## config.mk

```make
export PLATFORM = sky130hd
export DESIGN_NAME = ctrl_decoder
export DESIGN_NICKNAME = d
export VERILOG_FILES = /design/src/rtl/ctrl_dec_pkg.sv /design/src/rtl/ctrl_prefix_match.sv /design/src/rtl/ctrl_classify.sv /design/src/rtl/ctrl_table.sv /design/src/rtl/ctrl_decoder.sv
export SDC_FILE = /design/constraint.sdc
export NUM_CORES = 1
export LEC_CHECK = 0
export ABC_AREA = 1
export BUFFER_PORTS_ARGS = -buffer_cell sky130_fd_sc_hd__buf_2
export CAP_MARGIN = 0
export CORE_MARGIN = 5
export CORE_UTILIZATION = 40
export DETAILED_ROUTE_END_ITERATION = 7
export GPL_ROUTABILITY_DRIVEN = 0
export PLACE_DENSITY_LB_ADDON = 0.1
export SLEW_MARGIN = 10
export SYNTH_ARGS = -nofsm -noshare
export SYNTH_HDL_FRONTEND = slang
export SYNTH_HIERARCHICAL = 1
export SYNTH_SLANG_ARGS = --single-unit
```

## constraint.sdc

```tcl
create_clock -name vclk -period 2.25
set_clock_uncertainty 0.1 [all_clocks]
set_input_delay 0.1125 -clock vclk [all_inputs]
set_output_delay 0.1125 -clock vclk [all_outputs]
set_load 0.02 [all_outputs]
```

## src/rtl/ctrl_dec_pkg.sv

```systemverilog
package ctrl_dec_pkg;

    localparam int OPC_BITS = 11;
    localparam int ALU_BITS = 4;
    localparam int IMM_BITS = 3;

    typedef enum logic [3:0] {
        CLS_NONE  = 4'd0,
        CLS_LOAD  = 4'd1,
        CLS_STORE = 4'd2,
        CLS_CBZ   = 4'd3,
        CLS_ADD   = 4'd4,
        CLS_SUB   = 4'd5,
        CLS_AND   = 4'd6,
        CLS_ORR   = 4'd7,
        CLS_MOVZ  = 4'd8,
        CLS_BR    = 4'd9
    } insn_cls_e;

    localparam int NUM_CLS = 10;

    localparam logic [ALU_BITS-1:0] ALU_AND  = 4'b0000;
    localparam logic [ALU_BITS-1:0] ALU_OR   = 4'b0001;
    localparam logic [ALU_BITS-1:0] ALU_ADD  = 4'b0010;
    localparam logic [ALU_BITS-1:0] ALU_SUB  = 4'b0110;
    localparam logic [ALU_BITS-1:0] ALU_PASS = 4'b0111;

    localparam logic [IMM_BITS-1:0] IMM_NONE = 3'b000;
    localparam logic [IMM_BITS-1:0] IMM_WIDE = 3'b001;
    localparam logic [IMM_BITS-1:0] IMM_JUMP = 3'b100;
    localparam logic [IMM_BITS-1:0] IMM_CBR  = 3'b101;
    localparam logic [IMM_BITS-1:0] IMM_MEM  = 3'b111;

    // Left-aligned match pattern for each class (low bits beyond the prefix are zero)
    function automatic logic [OPC_BITS-1:0] cls_pattern(input int idx);
        logic [OPC_BITS-1:0] p;
        p = '0;
        case (idx)
            1:       p = 11'b11111000010;
            2:       p = 11'b11111000000;
            3:       p = 11'b10110100000;
            4:       p = 11'b10001011000;
            5:       p = 11'b11001011000;
            6:       p = 11'b10001010000;
            7:       p = 11'b10101010000;
            8:       p = 11'b11010010100;
            9:       p = 11'b00010100000;
            default: p = '0;
        endcase
        return p;
    endfunction

    // Number of upper opcode bits that must match for each class
    function automatic int cls_prefix_len(input int idx);
        int n;
        case (idx)
            8:       n = 9;
            9:       n = 6;
            default: n = OPC_BITS;
        endcase
        return n;
    endfunction

endpackage

```

## src/rtl/ctrl_prefix_match.sv

```systemverilog
module ctrl_prefix_match #(
    parameter int          LEN = 11,
    parameter logic [LEN-1:0] PAT = '0
) (
    input  logic [LEN-1:0] prefix_i,
    output logic           hit_o
);
    assign hit_o = (prefix_i == PAT);
endmodule

```

## src/rtl/ctrl_classify.sv

```systemverilog
module ctrl_classify
    import ctrl_dec_pkg::*;
#(
    parameter int OPC_W = OPC_BITS
) (
    input  logic [OPC_W-1:0] opc_i,
    output insn_cls_e        cls_o
);
    logic [NUM_CLS-1:1] hit;

    for (genvar gi = 1; gi < NUM_CLS; gi++) begin : g_match
        localparam int               PLEN = cls_prefix_len(gi);
        localparam logic [OPC_W-1:0] FULL = cls_pattern(gi);
        ctrl_prefix_match #(
            .LEN (PLEN),
            .PAT (FULL[OPC_W-1 -: PLEN])
        ) match_i (
            .prefix_i (opc_i[OPC_W-1 -: PLEN]),
            .hit_o    (hit[gi])
        );
    end

    // Patterns are disjoint, so at most one hit is set
    always_comb begin
        cls_o = CLS_NONE;
        for (int k = 1; k < NUM_CLS; k++) begin
            if (hit[k]) cls_o = insn_cls_e'(k);
        end
    end
endmodule

```

## src/rtl/ctrl_table.sv

```systemverilog
module ctrl_table
    import ctrl_dec_pkg::*;
#(
    parameter int ALU_W = ALU_BITS,
    parameter int IMM_W = IMM_BITS
) (
    input  insn_cls_e        cls_i,
    output logic             alu_src_o,
    output logic             wb_from_mem_o,
    output logic             mem_rd_o,
    output logic             mem_wr_o,
    output logic             br_zero_o,
    output logic             br_always_o,
    output logic             reg_wr_o,
    output logic             rd2_sel_o,
    output logic [ALU_W-1:0] alu_op_o,
    output logic [IMM_W-1:0] imm_sel_o
);
    always_comb begin
        alu_src_o     = 1'b0;
        wb_from_mem_o = 1'b0;
        mem_rd_o      = 1'b0;
        mem_wr_o      = 1'b0;
        br_zero_o     = 1'b0;
        br_always_o   = 1'b0;
        reg_wr_o      = 1'b0;
        rd2_sel_o     = 1'b0;
        alu_op_o      = ALU_AND;
        imm_sel_o     = IMM_NONE;
        unique case (cls_i)
            CLS_LOAD: begin
                alu_src_o     = 1'b1;
                wb_from_mem_o = 1'b1;
                mem_rd_o      = 1'b1;
                reg_wr_o      = 1'b1;
                alu_op_o      = ALU_ADD;
                imm_sel_o     = IMM_MEM;
            end
            CLS_STORE: begin
                alu_src_o = 1'b1;
                mem_wr_o  = 1'b1;
                rd2_sel_o = 1'b1;
                alu_op_o  = ALU_ADD;
                imm_sel_o = IMM_MEM;
            end
            CLS_CBZ: begin
                br_zero_o = 1'b1;
                rd2_sel_o = 1'b1;
                alu_op_o  = ALU_PASS;
                imm_sel_o = IMM_CBR;
            end
            CLS_ADD: begin
                reg_wr_o = 1'b1;
                alu_op_o = ALU_ADD;
            end
            CLS_SUB: begin
                reg_wr_o = 1'b1;
                alu_op_o = ALU_SUB;
            end
            CLS_AND: begin
                reg_wr_o = 1'b1;
                alu_op_o = ALU_AND;
            end
            CLS_ORR: begin
                reg_wr_o = 1'b1;
                alu_op_o = ALU_OR;
            end
            CLS_MOVZ: begin
                alu_src_o = 1'b1;
                reg_wr_o  = 1'b1;
                alu_op_o  = ALU_PASS;
                imm_sel_o = IMM_WIDE;
            end
            CLS_BR: begin
                br_always_o = 1'b1;
                imm_sel_o   = IMM_JUMP;
            end
            CLS_NONE: begin
            end
            default: begin
            end
        endcase
    end
endmodule

```

## src/rtl/ctrl_decoder.sv

```systemverilog
module ctrl_decoder
    import ctrl_dec_pkg::*;
#(
    parameter int OPC_W = OPC_BITS,
    parameter int ALU_W = ALU_BITS,
    parameter int IMM_W = IMM_BITS
) (
    input  logic [OPC_W-1:0] opc_i,
    output logic             alu_src_o,
    output logic             wb_from_mem_o,
    output logic             mem_rd_o,
    output logic             mem_wr_o,
    output logic             br_zero_o,
    output logic             br_always_o,
    output logic             reg_wr_o,
    output logic             rd2_sel_o,
    output logic [ALU_W-1:0] alu_op_o,
    output logic [IMM_W-1:0] imm_sel_o
);
    insn_cls_e cls;

    ctrl_classify #(.OPC_W(OPC_W)) classify_i (
        .opc_i (opc_i),
        .cls_o (cls)
    );

    ctrl_table #(.ALU_W(ALU_W), .IMM_W(IMM_W)) table_i (
        .cls_i         (cls),
        .alu_src_o     (alu_src_o),
        .wb_from_mem_o (wb_from_mem_o),
        .mem_rd_o      (mem_rd_o),
        .mem_wr_o      (mem_wr_o),
        .br_zero_o     (br_zero_o),
        .br_always_o   (br_always_o),
        .reg_wr_o      (reg_wr_o),
        .rd2_sel_o     (rd2_sel_o),
        .alu_op_o      (alu_op_o),
        .imm_sel_o     (imm_sel_o)
    );
endmodule

```

==> reports/results.tsv <==
stage	metric	value	unit
run_status	status	finished clean	
final_layout	nets	214	
setup_path	critical path type	input port to primary output	
timing	Max Freq	518	MHz
worst_hold_path	Hold Path Class	input port to primary output	
global_routing	number of global-route vias before repair	781	
synth	post-synthesis simple-gate area fraction	63.4	%
timing	Slew Viols, Final	0	
global_routing	initial antenna violation count	0	
floorplan	Die X-Extent	53.7	um
synth	Synth Area per Inst	4.29	um2
timing	minimum clock period	1.93	ns
setup_path	Setup crit start kind	input port	
drt	remaining routing DRC violations	0	
power_and_ir_drop	LEAKAGE	0.645	nW
setup_path	Critical Path RT	2.04	ns
drt	DR iter-0 viols	20	
timing	Setup WS post-layout	0.318	ns
synth	largest family of logic cells by synthesized area	simple AND/OR/NAND/NOR gates	
place	HPWL after DPL	1.60	mm
timing	# setup viols final	0	
drt	Routed Antenna Nets	0	
synth	Post-Synth XOR/XNOR Area	0	%
cts	post-CTS setup buffers	0	
synth	adder-cell share of the synthesized area	0	%
final_layout	Area Growth Syn to Fin	18.5	%
final_layout	register area	0	um2
synth	area leader, netlist	inv_1	
floorplan	CORE AREA	0.00176	mm2
synth	mapped cell area	763	um2
power_and_ir_drop	PD cells	90.6	mW/mm2
setup_path	CP cell instances	buf_2 -> inv_1 -> nor2_1 -> nand3_1 -> nor2_1 -> inv_1 -> nand2_1 -> a31oi_1 -> inv_2 -> nor2_1 -> nand2_1 -> nand3_1 -> buf_2	
place	Post-DP Area	905	um2
drt	WL per Instance	8.07	um
setup_path	Crit. End Element	primary output	
timing	Tightest Pin Transition	0.557	ns
final_layout	ANT cells	0	
drt	Via density	4.22	
floorplan	die area	0.00288	mm2
setup_path	CP max FO	9	
global_routing	global-route usage over all layers	13.9	%
synth	Post-Syn Nets	189	
timing	final cycle utilization of the critical path	85.9	%
job	maxcap violations	0	
global_routing	largest net degree at the start of global routing	10	
final_layout	Filler Cell Count	214	
setup_path	CP peak stage delay	0.50	ns
place	pre-CTS WS	0.316	ns
synth	compound-gate portion of the synthesized area	3.61	%
place	placed insts	226	
synth	main area contributors after synthesis	inv_1 28%, nand2_1 28%, nor2_1 12%, nor2_2 8.2%, nand3b_1 7.9%	
timing	Slew HR	62.7	%
floorplan	I/O pins	26	
final_layout	final cell count without fillers	226	
synth	Commonest cells post-synth	57 x inv_1, 56 x nand2_1, 25 x nor2_1	
final_layout	layout cells sized above 1	21.4	%
power_and_ir_drop	Tot Pwr	81.9	uW
synth	post-synthesis instance total	178	
global_routing	gr ovfl total	0	
setup_path	slowest CP cell	a31oi_1	
setup_path	Critical Path AT	1.72	ns
synth	synth warn	6	
final_layout	Multi-input gate area	515	um2
synth	post-synth top area share	28.0	%
synth	count of different cell masters after synthesis	15	
final_layout	clock buf count	0	
cts	post_cts resized	0	
global_routing	first-pass GRT wire length	3.19	mm
timing	Fin. Hold Viols	0	
floorplan	standard-cell row count	15	
drt	DR vias	954	
final_layout	final instance area	905	um2
cts	Post-CTS Hold Buffers	0	
timing	unrepaired setup endpoints after global routing	no	
final_layout	final sequential cell count	0	
drt	detailed-route wire length	1.82	mm
synth	post-synthesis mux area share	0	%
place	port buffer count	25	
final_layout	Util after Layout	51.3	%
setup_path	most frequent CP cell	nor2_1	
power_and_ir_drop	worst vdd ir	0.0482	mV
floorplan	die height	53.7	um
drt	1st-pass router iterations	4	
timing	setup tns final	0	ns
synth	sequential share of the synthesized area	0	%
timing	Hold Slack	0.882	ns
synth	most common cell in the netlist	inv_1	
floorplan	Starting Density	43.3	%
[path summary, 6_finish.rpt]
kind / startpoint / endpoint / cells past startpoint
hold / removal: opc_i[4] / mem_wr_o / 8
setup / recovery: opc_i[7] / alu_op_o[2] / 13
[where the power goes]
group	switching [mW]	internal, mW	total (mW)
logic	0.0536	0.0283	0.0819
clock network	0	0	0
registers	0	0	0
[cell usage in the layout, fill, tap and decap left out, drive strengths merged]
cell type  netlist  layout
a31oi            2       2
buf              2      25
conb             1       1
inv             62      62
nand2           57      57
nand3            6       6
nand3b           8       8
nor2            36      36
nor3             1       1
o21ai            3       3
[cells by family after synthesis]
group	after synthesis
buf+inv	64
other cells	1
compound gates	5
simple gates	108
[layout make-up]
class	instances	area share, %
multi-input combinational	114	57.0
timing repair buffer	25	13.8
tap	25	3.46
inverter	62	25.7
[critical path, delay by kind of cell]
kind                   cells  cell delay, ns
and+or+nand+nor            7            0.61
buffers and inverters      5            0.50
AOI/OAI and AO/OA          1            0.50
[per-layer routing]
metal	vias up	GRT usage [%]	wire length, um
li1	546	-	-
met1	390	19.6	875
met2	18	25.0	836
met3	0	0	112
met4	0	0	0
met5	-	0	0
(Power assumes the default switching activity.)
